===== config.mk =====
export PLATFORM = sky130hd
export DESIGN_NAME = irq_src_ctl
export DESIGN_NICKNAME = d
export VERILOG_FILES = /design/src/rtl/irq_src_pkg.sv /design/src/rtl/irq_src_range.sv /design/src/rtl/irq_src_scan.sv /design/src/rtl/irq_src_table.sv /design/src/rtl/irq_src_ctl.sv
export SDC_FILE = /design/constraint.sdc
export NUM_CORES = 1
export LEC_CHECK = 0
export ABC_AREA = 1
export BUFFER_PORTS_ARGS = -buffer_cell sky130_fd_sc_hd__buf_2
export CAP_MARGIN = 20
export CORE_ASPECT_RATIO = 1.1
export CORE_MARGIN = 10
export CORE_UTILIZATION = 65
export CTS_CLUSTER_DIAMETER = 150
export DETAILED_ROUTE_END_ITERATION = 16
export GPL_ROUTABILITY_DRIVEN = 0
export HOLD_SLACK_MARGIN = 0.05
export PLACE_DENSITY = 0.86
export SETUP_SLACK_MARGIN = 0.15
export SYNTH_ARGS = -nofsm -noshare
export SYNTH_HDL_FRONTEND = slang
export SYNTH_HIERARCHICAL = 1
export SYNTH_SLANG_ARGS = --single-unit

===== constraint.sdc =====
create_clock -name clk -period 14.2 [get_ports clk]
set_input_delay 2.13 -clock clk [delete_from_list [all_inputs] [get_ports clk]]
set_output_delay 2.13 -clock clk [all_outputs]
set_load 0.005 [all_outputs]

===== src/rtl/irq_src_pkg.sv =====
package irq_src_pkg;

  localparam logic [7:0] PRIO_MASKED = 8'hFF;

  typedef enum logic [1:0] {
    CMD_SET  = 2'd0,
    CMD_OFF  = 2'd1,
    CMD_ON   = 2'd2,
    CMD_READ = 2'd3
  } cmd_e;

  typedef enum logic [2:0] {
    SEL_NONE = 3'd0,
    SEL_REJ  = 3'd1,
    SEL_EOI  = 3'd2,
    SEL_EVT  = 3'd3,
    SEL_CFG  = 3'd4,
    SEL_SCAN = 3'd5
  } sel_e;

  typedef struct packed {
    logic [7:0] prio;
    logic [7:0] saved;
    logic       asserted;
    logic       sent;
    logic       rejected;
    logic       mpend;
  } src_state_t;

  localparam src_state_t RST_STATE = '{prio: PRIO_MASKED, saved: PRIO_MASKED,
                                       asserted: 1'b0, sent: 1'b0,
                                       rejected: 1'b0, mpend: 1'b0};

  // level delivery condition: unmasked, line high, not yet delivered
  function automatic logic lvl_ready(src_state_t s);
    return (s.prio != PRIO_MASKED) && s.asserted && !s.sent;
  endfunction

endpackage


===== src/rtl/irq_src_range.sv =====
module irq_src_range #(
  parameter int SRC_W    = 10,
  parameter int NUM_SRC  = 8,
  parameter int SRC_BASE = 16,
  parameter int IDX_W    = 3
) (
  input  logic [SRC_W-1:0] src,
  output logic             hit,
  output logic [IDX_W-1:0] idx
);
  logic [SRC_W-1:0] rel;

  assign rel = src - SRC_W'(SRC_BASE);
  assign hit = (src >= SRC_W'(SRC_BASE)) && (rel < SRC_W'(NUM_SRC));
  assign idx = rel[IDX_W-1:0];
endmodule


===== src/rtl/irq_src_scan.sv =====
module irq_src_scan #(
  parameter int NUM_SRC = 8,
  parameter int IDX_W   = 3
) (
  input  logic             clk,
  input  logic             rst_n,
  input  logic             start,
  input  logic             stall,
  output logic             step,
  output logic [IDX_W-1:0] idx
);
  logic             busy_q, busy_d;
  logic [IDX_W-1:0] idx_q, idx_d;

  always_comb begin
    busy_d = busy_q;
    idx_d  = idx_q;
    step   = 1'b0;
    if (start) begin
      busy_d = 1'b1;
      idx_d  = '0;
    end else if (busy_q && !stall) begin
      step = 1'b1;
      if (idx_q == IDX_W'(NUM_SRC - 1)) begin
        busy_d = 1'b0;
      end else begin
        idx_d = idx_q + 1'b1;
      end
    end
  end

  always_ff @(posedge clk or negedge rst_n) begin
    if (!rst_n) begin
      busy_q <= 1'b0;
      idx_q  <= '0;
    end else begin
      busy_q <= busy_d;
      idx_q  <= idx_d;
    end
  end

  assign idx = idx_q;
endmodule


===== src/rtl/irq_src_table.sv =====
module irq_src_table
  import irq_src_pkg::*;
#(
  parameter int                SRC_W      = 10,
  parameter int                NUM_SRC    = 8,
  parameter int                SRC_BASE   = 16,
  parameter int                NUM_SRV    = 4,
  parameter int                SRV_IN_W   = 8,
  parameter int                SRV_W      = 2,
  parameter int                IDX_W      = 3,
  parameter logic [NUM_SRC-1:0] LEVEL_MASK = '0
) (
  input  logic                clk,
  input  logic                rst_n,
  input  logic                evt_v,
  input  logic                evt_hit,
  input  logic [IDX_W-1:0]    evt_idx,
  input  logic                evt_lvl,
  input  logic                cfg_v,
  input  logic                cfg_hit,
  input  logic [IDX_W-1:0]    cfg_idx,
  input  logic [1:0]          cfg_cmd,
  input  logic [SRV_IN_W-1:0] cfg_server,
  input  logic [7:0]          cfg_prio,
  input  logic                rej_v,
  input  logic                rej_hit,
  input  logic [IDX_W-1:0]    rej_idx,
  input  logic                eoi_v,
  input  logic                eoi_hit,
  input  logic [IDX_W-1:0]    eoi_idx,
  input  logic                scan_step,
  input  logic [IDX_W-1:0]    scan_idx,
  output logic                offer_valid,
  output logic [SRC_W-1:0]    offer_src,
  output logic [SRV_W-1:0]    offer_server,
  output logic [7:0]          offer_prio,
  output logic                cfg_done,
  output logic                cfg_err,
  output logic [SRV_W-1:0]    rd_server,
  output logic [7:0]          rd_prio
);
  src_state_t       st_q  [NUM_SRC];
  logic [SRV_W-1:0] srv_q [NUM_SRC];

  sel_e             sel;
  logic [IDX_W-1:0] sel_idx;
  logic             act;
  src_state_t       cur_st, nxt_st;
  logic [SRV_W-1:0] cur_srv, nxt_srv;
  logic             is_lvl, wr, post_wr;
  logic             off_d, done_d, err_d;

  // arbitration: reject > eoi > event > command > scan step
  always_comb begin
    sel     = SEL_NONE;
    sel_idx = '0;
    act     = 1'b0;
    if (rej_v) begin
      sel = SEL_REJ;  sel_idx = rej_idx;  act = rej_hit;
    end else if (eoi_v) begin
      sel = SEL_EOI;  sel_idx = eoi_idx;  act = eoi_hit;
    end else if (evt_v) begin
      sel = SEL_EVT;  sel_idx = evt_idx;  act = evt_hit;
    end else if (cfg_v) begin
      sel = SEL_CFG;  sel_idx = cfg_idx;  act = cfg_hit;
    end else if (scan_step) begin
      sel = SEL_SCAN; sel_idx = scan_idx; act = 1'b1;
    end
  end

  assign cur_st  = st_q[sel_idx];
  assign cur_srv = srv_q[sel_idx];
  assign is_lvl  = LEVEL_MASK[sel_idx];

  always_comb begin
    nxt_st  = cur_st;
    nxt_srv = cur_srv;
    wr      = 1'b0;
    post_wr = 1'b0;
    off_d   = 1'b0;
    done_d  = 1'b0;
    err_d   = 1'b0;
    unique case (sel)
      SEL_REJ: if (act) begin
        wr              = 1'b1;
        nxt_st.rejected = 1'b1;
        nxt_st.sent     = 1'b0;
      end
      SEL_EOI: if (act && is_lvl) begin
        wr          = 1'b1;
        nxt_st.sent = 1'b0;
      end
      SEL_EVT: if (act) begin
        wr = 1'b1;
        if (is_lvl) begin
          nxt_st.asserted = evt_lvl;
          if (lvl_ready(nxt_st)) begin
            nxt_st.sent = 1'b1;
            off_d       = 1'b1;
          end
        end else if (evt_lvl) begin
          if (cur_st.prio == PRIO_MASKED) nxt_st.mpend = 1'b1;
          else                            off_d        = 1'b1;
        end
      end
      SEL_CFG: begin
        done_d = 1'b1;
        if (!act) begin
          err_d = 1'b1;
        end else begin
          unique case (cmd_e'(cfg_cmd))
            CMD_SET: begin
              if (cfg_server >= SRV_IN_W'(NUM_SRV)) begin
                err_d = 1'b1;
              end else begin
                nxt_srv      = cfg_server[SRV_W-1:0];
                nxt_st.prio  = cfg_prio;
                nxt_st.saved = cfg_prio;
                post_wr      = 1'b1;
              end
            end
            CMD_OFF: begin
              nxt_st.saved = cur_st.prio;
              nxt_st.prio  = PRIO_MASKED;
              post_wr      = 1'b1;
            end
            CMD_ON: begin
              nxt_st.prio = cur_st.saved;
              post_wr     = 1'b1;
            end
            default: ;
          endcase
          if (post_wr) begin
            wr = 1'b1;
            if (is_lvl) begin
              if (lvl_ready(nxt_st)) begin
                nxt_st.sent = 1'b1;
                off_d       = 1'b1;
              end
            end else if (nxt_st.mpend && (nxt_st.prio != PRIO_MASKED)) begin
              nxt_st.mpend = 1'b0;
              off_d        = 1'b1;
            end
          end
        end
      end
      SEL_SCAN: begin
        wr = 1'b1;
        if (is_lvl) begin
          if (lvl_ready(cur_st)) begin
            nxt_st.sent = 1'b1;
            off_d       = 1'b1;
          end
        end else if (cur_st.rejected) begin
          nxt_st.rejected = 1'b0;
          off_d           = (cur_st.prio != PRIO_MASKED);
        end
      end
      default: ;
    endcase
  end

  for (genvar g = 0; g < NUM_SRC; g++) begin : g_ent
    src_state_t       st_r;
    logic [SRV_W-1:0] srv_r;
    logic             en;

    assign en = wr && (sel_idx == IDX_W'(g));

    always_ff @(posedge clk or negedge rst_n) begin
      if (!rst_n) begin
        st_r  <= RST_STATE;
        srv_r <= '0;
      end else if (en) begin
        st_r  <= nxt_st;
        srv_r <= nxt_srv;
      end
    end

    assign st_q[g]  = st_r;
    assign srv_q[g] = srv_r;
  end

  always_ff @(posedge clk or negedge rst_n) begin
    if (!rst_n) begin
      offer_valid  <= 1'b0;
      offer_src    <= '0;
      offer_server <= '0;
      offer_prio   <= '0;
      cfg_done     <= 1'b0;
      cfg_err      <= 1'b0;
      rd_server    <= '0;
      rd_prio      <= '0;
    end else begin
      offer_valid <= off_d;
      cfg_done    <= done_d;
      if (off_d) begin
        offer_src    <= SRC_W'(SRC_BASE) + SRC_W'(sel_idx);
        offer_server <= nxt_srv;
        offer_prio   <= nxt_st.prio;
      end
      if (done_d) begin
        cfg_err   <= err_d;
        rd_server <= err_d ? '0 : nxt_srv;
        rd_prio   <= err_d ? '0 : nxt_st.prio;
      end
    end
  end
endmodule


===== src/rtl/irq_src_ctl.sv =====
module irq_src_ctl
  import irq_src_pkg::*;
#(
  parameter int                 SRC_W      = 10,
  parameter int                 NUM_SRC    = 8,
  parameter int                 SRC_BASE   = 16,
  parameter int                 NUM_SRV    = 4,
  parameter int                 SRV_IN_W   = 8,
  parameter logic [NUM_SRC-1:0] LEVEL_MASK = 8'hF0,
  localparam int                SRV_W      = (NUM_SRV > 1) ? $clog2(NUM_SRV) : 1,
  localparam int                IDX_W      = (NUM_SRC > 1) ? $clog2(NUM_SRC) : 1
) (
  input  logic                clk,
  input  logic                rst_n,
  input  logic                evt_valid,
  input  logic [SRC_W-1:0]    evt_src,
  input  logic                evt_level,
  input  logic                cfg_valid,
  input  logic [1:0]          cfg_cmd,
  input  logic [SRC_W-1:0]    cfg_src,
  input  logic [SRV_IN_W-1:0] cfg_server,
  input  logic [7:0]          cfg_prio,
  output logic                cfg_done,
  output logic                cfg_err,
  output logic [SRV_W-1:0]    cfg_rd_server,
  output logic [7:0]          cfg_rd_prio,
  input  logic                rej_valid,
  input  logic [SRC_W-1:0]    rej_src,
  input  logic                eoi_valid,
  input  logic [SRC_W-1:0]    eoi_src,
  input  logic                resend,
  output logic                offer_valid,
  output logic [SRC_W-1:0]    offer_src,
  output logic [SRV_W-1:0]    offer_server,
  output logic [7:0]          offer_prio
);
  localparam int NPORT = 4;  // 0 reject, 1 eoi, 2 event, 3 command

  logic [1:0]       rst_sync;
  logic             rst_int_n;
  logic [SRC_W-1:0] port_src [NPORT];
  logic             port_hit [NPORT];
  logic [IDX_W-1:0] port_idx [NPORT];
  logic             fg_busy, scan_step;
  logic [IDX_W-1:0] scan_idx;

  // asynchronous assertion, synchronous release
  always_ff @(posedge clk or negedge rst_n) begin
    if (!rst_n) rst_sync <= 2'b00;
    else        rst_sync <= {rst_sync[0], 1'b1};
  end
  assign rst_int_n = rst_sync[1];

  assign port_src[0] = rej_src;
  assign port_src[1] = eoi_src;
  assign port_src[2] = evt_src;
  assign port_src[3] = cfg_src;

  for (genvar p = 0; p < NPORT; p++) begin : g_dec
    irq_src_range #(
      .SRC_W(SRC_W), .NUM_SRC(NUM_SRC), .SRC_BASE(SRC_BASE), .IDX_W(IDX_W)
    ) u_range (
      .src(port_src[p]), .hit(port_hit[p]), .idx(port_idx[p])
    );
  end

  assign fg_busy = rej_valid | eoi_valid | evt_valid | cfg_valid;

  irq_src_scan #(.NUM_SRC(NUM_SRC), .IDX_W(IDX_W)) u_scan (
    .clk(clk), .rst_n(rst_int_n), .start(resend), .stall(fg_busy),
    .step(scan_step), .idx(scan_idx)
  );

  irq_src_table #(
    .SRC_W(SRC_W), .NUM_SRC(NUM_SRC), .SRC_BASE(SRC_BASE), .NUM_SRV(NUM_SRV),
    .SRV_IN_W(SRV_IN_W), .SRV_W(SRV_W), .IDX_W(IDX_W), .LEVEL_MASK(LEVEL_MASK)
  ) u_table (
    .clk(clk), .rst_n(rst_int_n),
    .evt_v(evt_valid), .evt_hit(port_hit[2]), .evt_idx(port_idx[2]), .evt_lvl(evt_level),
    .cfg_v(cfg_valid), .cfg_hit(port_hit[3]), .cfg_idx(port_idx[3]), .cfg_cmd(cfg_cmd),
    .cfg_server(cfg_server), .cfg_prio(cfg_prio),
    .rej_v(rej_valid), .rej_hit(port_hit[0]), .rej_idx(port_idx[0]),
    .eoi_v(eoi_valid), .eoi_hit(port_hit[1]), .eoi_idx(port_idx[1]),
    .scan_step(scan_step), .scan_idx(scan_idx),
    .offer_valid(offer_valid), .offer_src(offer_src),
    .offer_server(offer_server), .offer_prio(offer_prio),
    .cfg_done(cfg_done), .cfg_err(cfg_err),
    .rd_server(cfg_rd_server), .rd_prio(cfg_rd_prio)
  );
endmodule


==> run metrics, run 1 <==
worst hold slack=around 0.34 ns; final hold vios=0; first-pass GRT wire length=49.9 mm; Top cell by count, worst path=nand2_1; Post-DRT Antenna Nets=0; sequential share of the synthesized area=47.8%; clk_lat worst skew=approximately 0.51 ns; GRT overflow=0; #FFs+latches synth=~210; H-Tree Depth=1; synthesized instance count=1504; Sink Count=209; final wirelength=between 30 and 40 mm; Worst slew margin=a little under a third; worst reg2reg setup slack=~9.7 ns; endpoints failing setup=0; final worst setup slack=about 8.0 ns; largest net degree at the start of global routing=101; crit path buf inv count=4; Initial Util=66.3%; vias in the first global route=9899; Async SR Flop Fraction=100%; CP cell instances=buf_2 > nor2_1 > nand2_1 > inv_1 > nand2_1 > nor2_1 > nand3_1 > nand2_1 > nand2_1 > nand2_4 > nand2_8 > nor2_1 > inv_1 > o22ai_1 > nor2_1 > nand2_1 > inv_1 > nor3_1 > nand3_2 > nand2_2 > nand2_1 > nand2_2 > nand2_1 > nand2_1; post-layout util=roughly three quarters; CTS max path bufs=3; startpoint types=input port; HPWL Detailed=21.0 mm; delay-heaviest family, CP=simple AND/OR/NAND/NOR gates; WP data required=14.65 ns; Critical Path AT=6.60 ns; clock tree from TritonCTS=done; endpoint class of the critical path=flip-flop; Vias/cell=between 5 and 6; total of max-cap violations=0; CTS-repair resized insts=0; status=finished, final reports clean; fin area=around 0.012 mm^2; Worst Path Max Fanout=100; Syn Area/Cell=7.50 um^2; clock-pin slew on the worst setup and hold paths=roughly 0.060 ns; fin. max-slew vios=0; core region area=~0.017 mm^2; synthesis-to-layout area growth=10.5%; min cycle time layout=6.16 ns; Cell Pwr Density=168 mW/mm^2; number of port buffers=92; GRT Util Overall=between 20% and 30%; Setup TNS=0 ns; DIE AREA=0.0230 mm^2; DRC errors left=0; 1st-pass router iterations=6; Die Width=roughly 150 um; CP peak stage delay=0.79 ns; CTS hold repair buffers=0; Netlist cell types=46; setup bufs post-CTS=0; period utilization=43.4%; Num CTS Buffers=23; row cnt=50; Post-synth EDFFs=0; YS warnings=6; share of cells above drive strength 1=about a fifth; max frequency=162 MHz; DRT iter0 DRCs=1084; CP Class=in -> reg; Hold Crit Class=reg -> async; Placed Area=between 0.01 and 0.015 mm^2; root buffer cell=clkbuf_16; Max VDD drop=0.000129 V; n_diodes=0; die height=158 um; vias=10.3k; nets=1612; clock skew=0.0151 ns; initial antenna violation count=0; unrepaired setup endpoints after global routing=no; wire per inst=around 18 um; pre-CTS setup slack=slightly below 8 ns; Worst path slowest cell=nor2_1; number of I/O pins=99; worst slew pin tran=1.03 ns; ys flop type=dfstp_2; cell area after synthesis=about 0.011 mm^2; Leakage=6.20 nW
-- metal layers --
| metal | vias to the layer above | track usage [%] | wire length, um |
|---|---|---|---|
| met3 | 147 | 5.31 | 2930 |
| met5 | - | 0 | 0 |
| met4 | 0 | 14.0 | 1610 |
| met2 | 556 | 43.9 | 15300 |
| li1 | 4803 | - | - |
| met1 | 4775 | 32.1 | 12000 |
-- power breakdown --
part,switching [W],leakage (nW),total (W),internal (W)
sequential,0.0000702,2.40,0.000927,0.000857
clock,0.000249,0.413,0.000666,0.000417
combinational,0.000339,3.39,0.000506,0.000167
-- placed cells by master (no fill, tap or decap), types with 9 or more instances in the layout --
cell type / n
a21oi_1: 31
a22oi_1: 10
buf_2: 92
buf_4: 9
clkbuf_16: 24
dfrtp_1: 80
dfstp_2: 128
inv_1: 152
inv_2: 9
nand2_1: 566
nand3_1: 89
nand3b_1: 15
nor2_1: 43
nor2_2: 12
o21ai_0: 145
o21ai_1: 52
-- flip-flops by register name (all words and copies together), names as in the netlist, 2 cells and up --
name and count:
u_table/g_ent.st_r 160, u_table/g_ent.srv_r 16, u_table/offer_prio 8, u_table/rd_prio 8, u_table/offer_src 4, u_scan/idx 3
rst_sync 2, u_table/offer_server 2, u_table/rd_server 2
-- cell families (layout without fill, tap and decap cells) --
logic type	after synthesis	in the layout	share of synthesized area (%)
simple gates	753	753	27.6
fa+ha+maj	6	6	0.665
buf+inv	263	310	10.5
flops	209	209	47.8
compound gates	271	271	13.3
other cells	2	7	0.0666
-- cells in the mapped netlist (all sizes together), types with 2 or more instances --
cell | count | area [um^2]
conb | 2 | 7.51
nand3 | 91 | 465
o21ai | 200 | 1020
nor3 | 5 | 25.0
dfrtp | 81 | 2030
a22o | 7 | 61.3
or3 | 2 | 12.5
inv | 162 | 611
a221oi | 2 | 17.5
clkinv | 3 | 11.3
nand2 | 574 | 2190
buf | 52 | 394
a22oi | 12 | 100
nand3b | 15 | 113
nand4 | 5 | 31.3
nor2 | 55 | 236
dfstp | 128 | 3360
or2 | 5 | 31.3
a21oi | 37 | 208
o22ai | 6 | 37.5
ha | 6 | 75.1
clkbuf | 46 | 173
-- layout make-up --
type | instances | area, um^2
Clock buffer | 24 | 601
Clock inverter | 17 | 246
Fill cell | 1306 | 4550
Inverter | 165 | 622
Multi-Input combinational cell | 1037 | 4730
Sequential cell | 209 | 5390
Tap cell | 234 | 293
Timing Repair Buffer | 104 | 586
-- worst paths after layout --
path | to | cells past startpoint | start
worst max-delay path | u_table/offer_prio[4] | 24 | rej_valid
worst min-delay path | u_scan/idx[1] | 0 | rst_sync[1]
worst max register to register | u_table/offer_prio[4] | 20 | u_scan/busy_q
worst min register to register | u_scan/idx[1] | 0 | rst_sync[1]
max in group asynchronous | u_table/g_ent[3].st_r[2] | 2 | rst_sync[1]
min in group clk | rst_sync[1] | 0 | rst_sync[0]
-- per-stage QoR --
stage               cells  total power, W
finish               1790         0.00210
global route         1790         0.00221
CTS                  1787         0.00209
detailed placement   1746         0.00142
global placement     1746         0.00140
floorplan            1509         0.00127
No activity file was read; power rests on OpenSTA's default activity.
==> run 2: changes to the inputs <==
--- a/config.mk
+++ b/config.mk
@@ -10,12 +10,12 @@
 export CAP_MARGIN = 20
 export CORE_ASPECT_RATIO = 1.1
 export CORE_MARGIN = 10
-export CORE_UTILIZATION = 65
+export CORE_UTILIZATION = 60
 export CTS_CLUSTER_DIAMETER = 150
 export DETAILED_ROUTE_END_ITERATION = 16
 export GPL_ROUTABILITY_DRIVEN = 0
 export HOLD_SLACK_MARGIN = 0.05
-export PLACE_DENSITY = 0.86
+export PLACE_DENSITY = 0.8
 export SETUP_SLACK_MARGIN = 0.15
 export SYNTH_ARGS = -nofsm -noshare
 export SYNTH_HDL_FRONTEND = slang
==> constraint.sdc (replaced) <==
create_clock -name clk -period 6.05 [get_ports clk]
set_input_delay 0.9075 -clock clk [delete_from_list [all_inputs] [get_ports clk]]
set_output_delay 0.9075 -clock clk [all_outputs]
set_load 0.005 [all_outputs]
==> run metrics, run 2 (synthesis gave the netlist of run 1 again) <==
fin. max-slew vios=0; Worst slew margin=26.8%; endpoint class of the critical path=flip-flop; number of port buffers=92; Leakage=between 6 and 7 nW; Vias/cell=5.63; wire per inst=17.9 um; Die Width=151 um; nets=1616; period utilization=73.5%; GRT overflow=0; H-Tree Depth=1; Post-DRT Antenna Nets=0; initial antenna violation count=0; vias in the first global route=approximately 10k; final hold vios=0; die height=164 um; Worst path slowest cell=nand2_8; CTS max path bufs=3; Critical Path AT=between 4 and 5 ns; worst hold slack=0.168 ns; startpoint types=input port; min cycle time layout=4.45 ns; core region area=0.0184 mm^2; 1st-pass router iterations=6; Top cell by count, worst path=nand2_1; fillers=~1.5k; DRT iter0 DRCs=between 1k and 1.5k; commonest non-fill, non-tap cell in the layout=nand2_1; Setup TNS=0 ns; Num CTS Buffers=22; first-pass GRT wire length=51.2 mm; max frequency=225 MHz; fin area=between 0.01 and 0.015 mm^2; most frequent cells in the layout=nand2_1, inv_1, o21ai_0, dfstp_2, buf_2; number of I/O pins=99; CP Class=in -> reg; CTS hold repair buffers=0; delay-heaviest family, CP=simple AND/OR/NAND/NOR gates; worst slew pin tran=about 1.1 ns; clk_lat worst skew=0.51 ns; HPWL Detailed=21.1 mm; endpoints failing setup=0; Sink Count=between 200 and 250; n_diodes=0; vias=10.1k; setup bufs post-CTS=0; clock-pin slew on the worst setup and hold paths=0.06 ns; row cnt=between 50 and 60; Initial Util=61.3%; top flop regs=u_table/g_ent.st_r (160), u_table/g_ent.srv_r (16); DIE AREA=0.0247 mm^2; Worst Path Max Fanout=74; Placed Area=~0.012 mm^2; unrepaired setup endpoints after global routing=no; Cell Pwr Density=381 mW/mm^2; Reg with most FFs=u_table/g_ent.st_r; GRT Util Overall=25.7%; clock skew=about 0.015 ns; final wirelength=about 32 mm; Max VDD drop=approximately 0.00025 V; DRC errors left=0; WP data required=6.50 ns; total of max-cap violations=0; clock tree from TritonCTS=done; synthesis-to-layout area growth=10.0%; root buffer cell=clkbuf_16; Hold Crit Class=in -> async; worst reg2reg setup slack=2.03 ns; status=finished, final reports clean; share of cells above drive strength 1=between 20% and 30%; crit path buf inv count=3; CP peak stage delay=between 0.3 and 0.4 ns; CTS-repair resized insts=0; largest net degree at the start of global routing=139; max reg flops=160
[run 2: worst paths after layout]
check,start,endpoint,cells past startpoint
min in group clk,u_table/g_ent[7].st_r[0],u_table/g_ent[7].st_r[0],0
worst max register to register,u_scan/busy_q,u_table/offer_prio[2],21
worst max-delay path,rej_valid,u_table/offer_prio[2],25
worst min-delay path,rst_n,rst_sync[0],1
max in group asynchronous,rst_sync[1],u_table/g_ent[5].st_r[0],1
worst min register to register,u_table/g_ent[7].st_r[0],u_table/g_ent[7].st_r[0],0
[run 2: where the power goes]
part,switching (W),internal (W)
clock,0.000563,0.000841
sequential,0.000166,0.00201
combinational,0.000752,0.000395
[run 2: metal layers]
layer | vias to the layer above | part of all wire (%) | GRT usage, %
li1 | 4809 | - | -
met1 | 4799 | 38 | 32.1
met2 | 441 | 50 | 42.9
met3 | 97 | 8.0 | 4.27
met4 | 0 | 3.9 | 11.4
met5 | - | 0 | 0
[run 2: metrics by stage]
stage | util, % | power, W | worst slack (ns) | cells
floorplan | - | 0.00298 | 2.66 | 1509
global placement | 63.2 | 0.00327 | 1.24 | 1762
detailed placement | 63.2 | 0.00331 | 1.15 | 1762
CTS | 67.3 | 0.00473 | 1.65 | 1802
global route | 67.4 | 0.00500 | 1.22 | 1803
finish | 67.4 | 0.00473 | 1.60 | 1803
[run 2: layout make-up]
type / instances / area [um^2] / share of cell area, %
timing repair buffer: 109 / 621 / 5.00
inverter: 165 / 622 / 5.01
sequential: 209 / 5390 / 43.4
tap: 243 / 304 / 2.45
clock buffer: 33 / 663 / 5.34
clock inverter: 7 / 85.1 / 0.685
multi-input combinational: 1037 / 4730 / 38.1
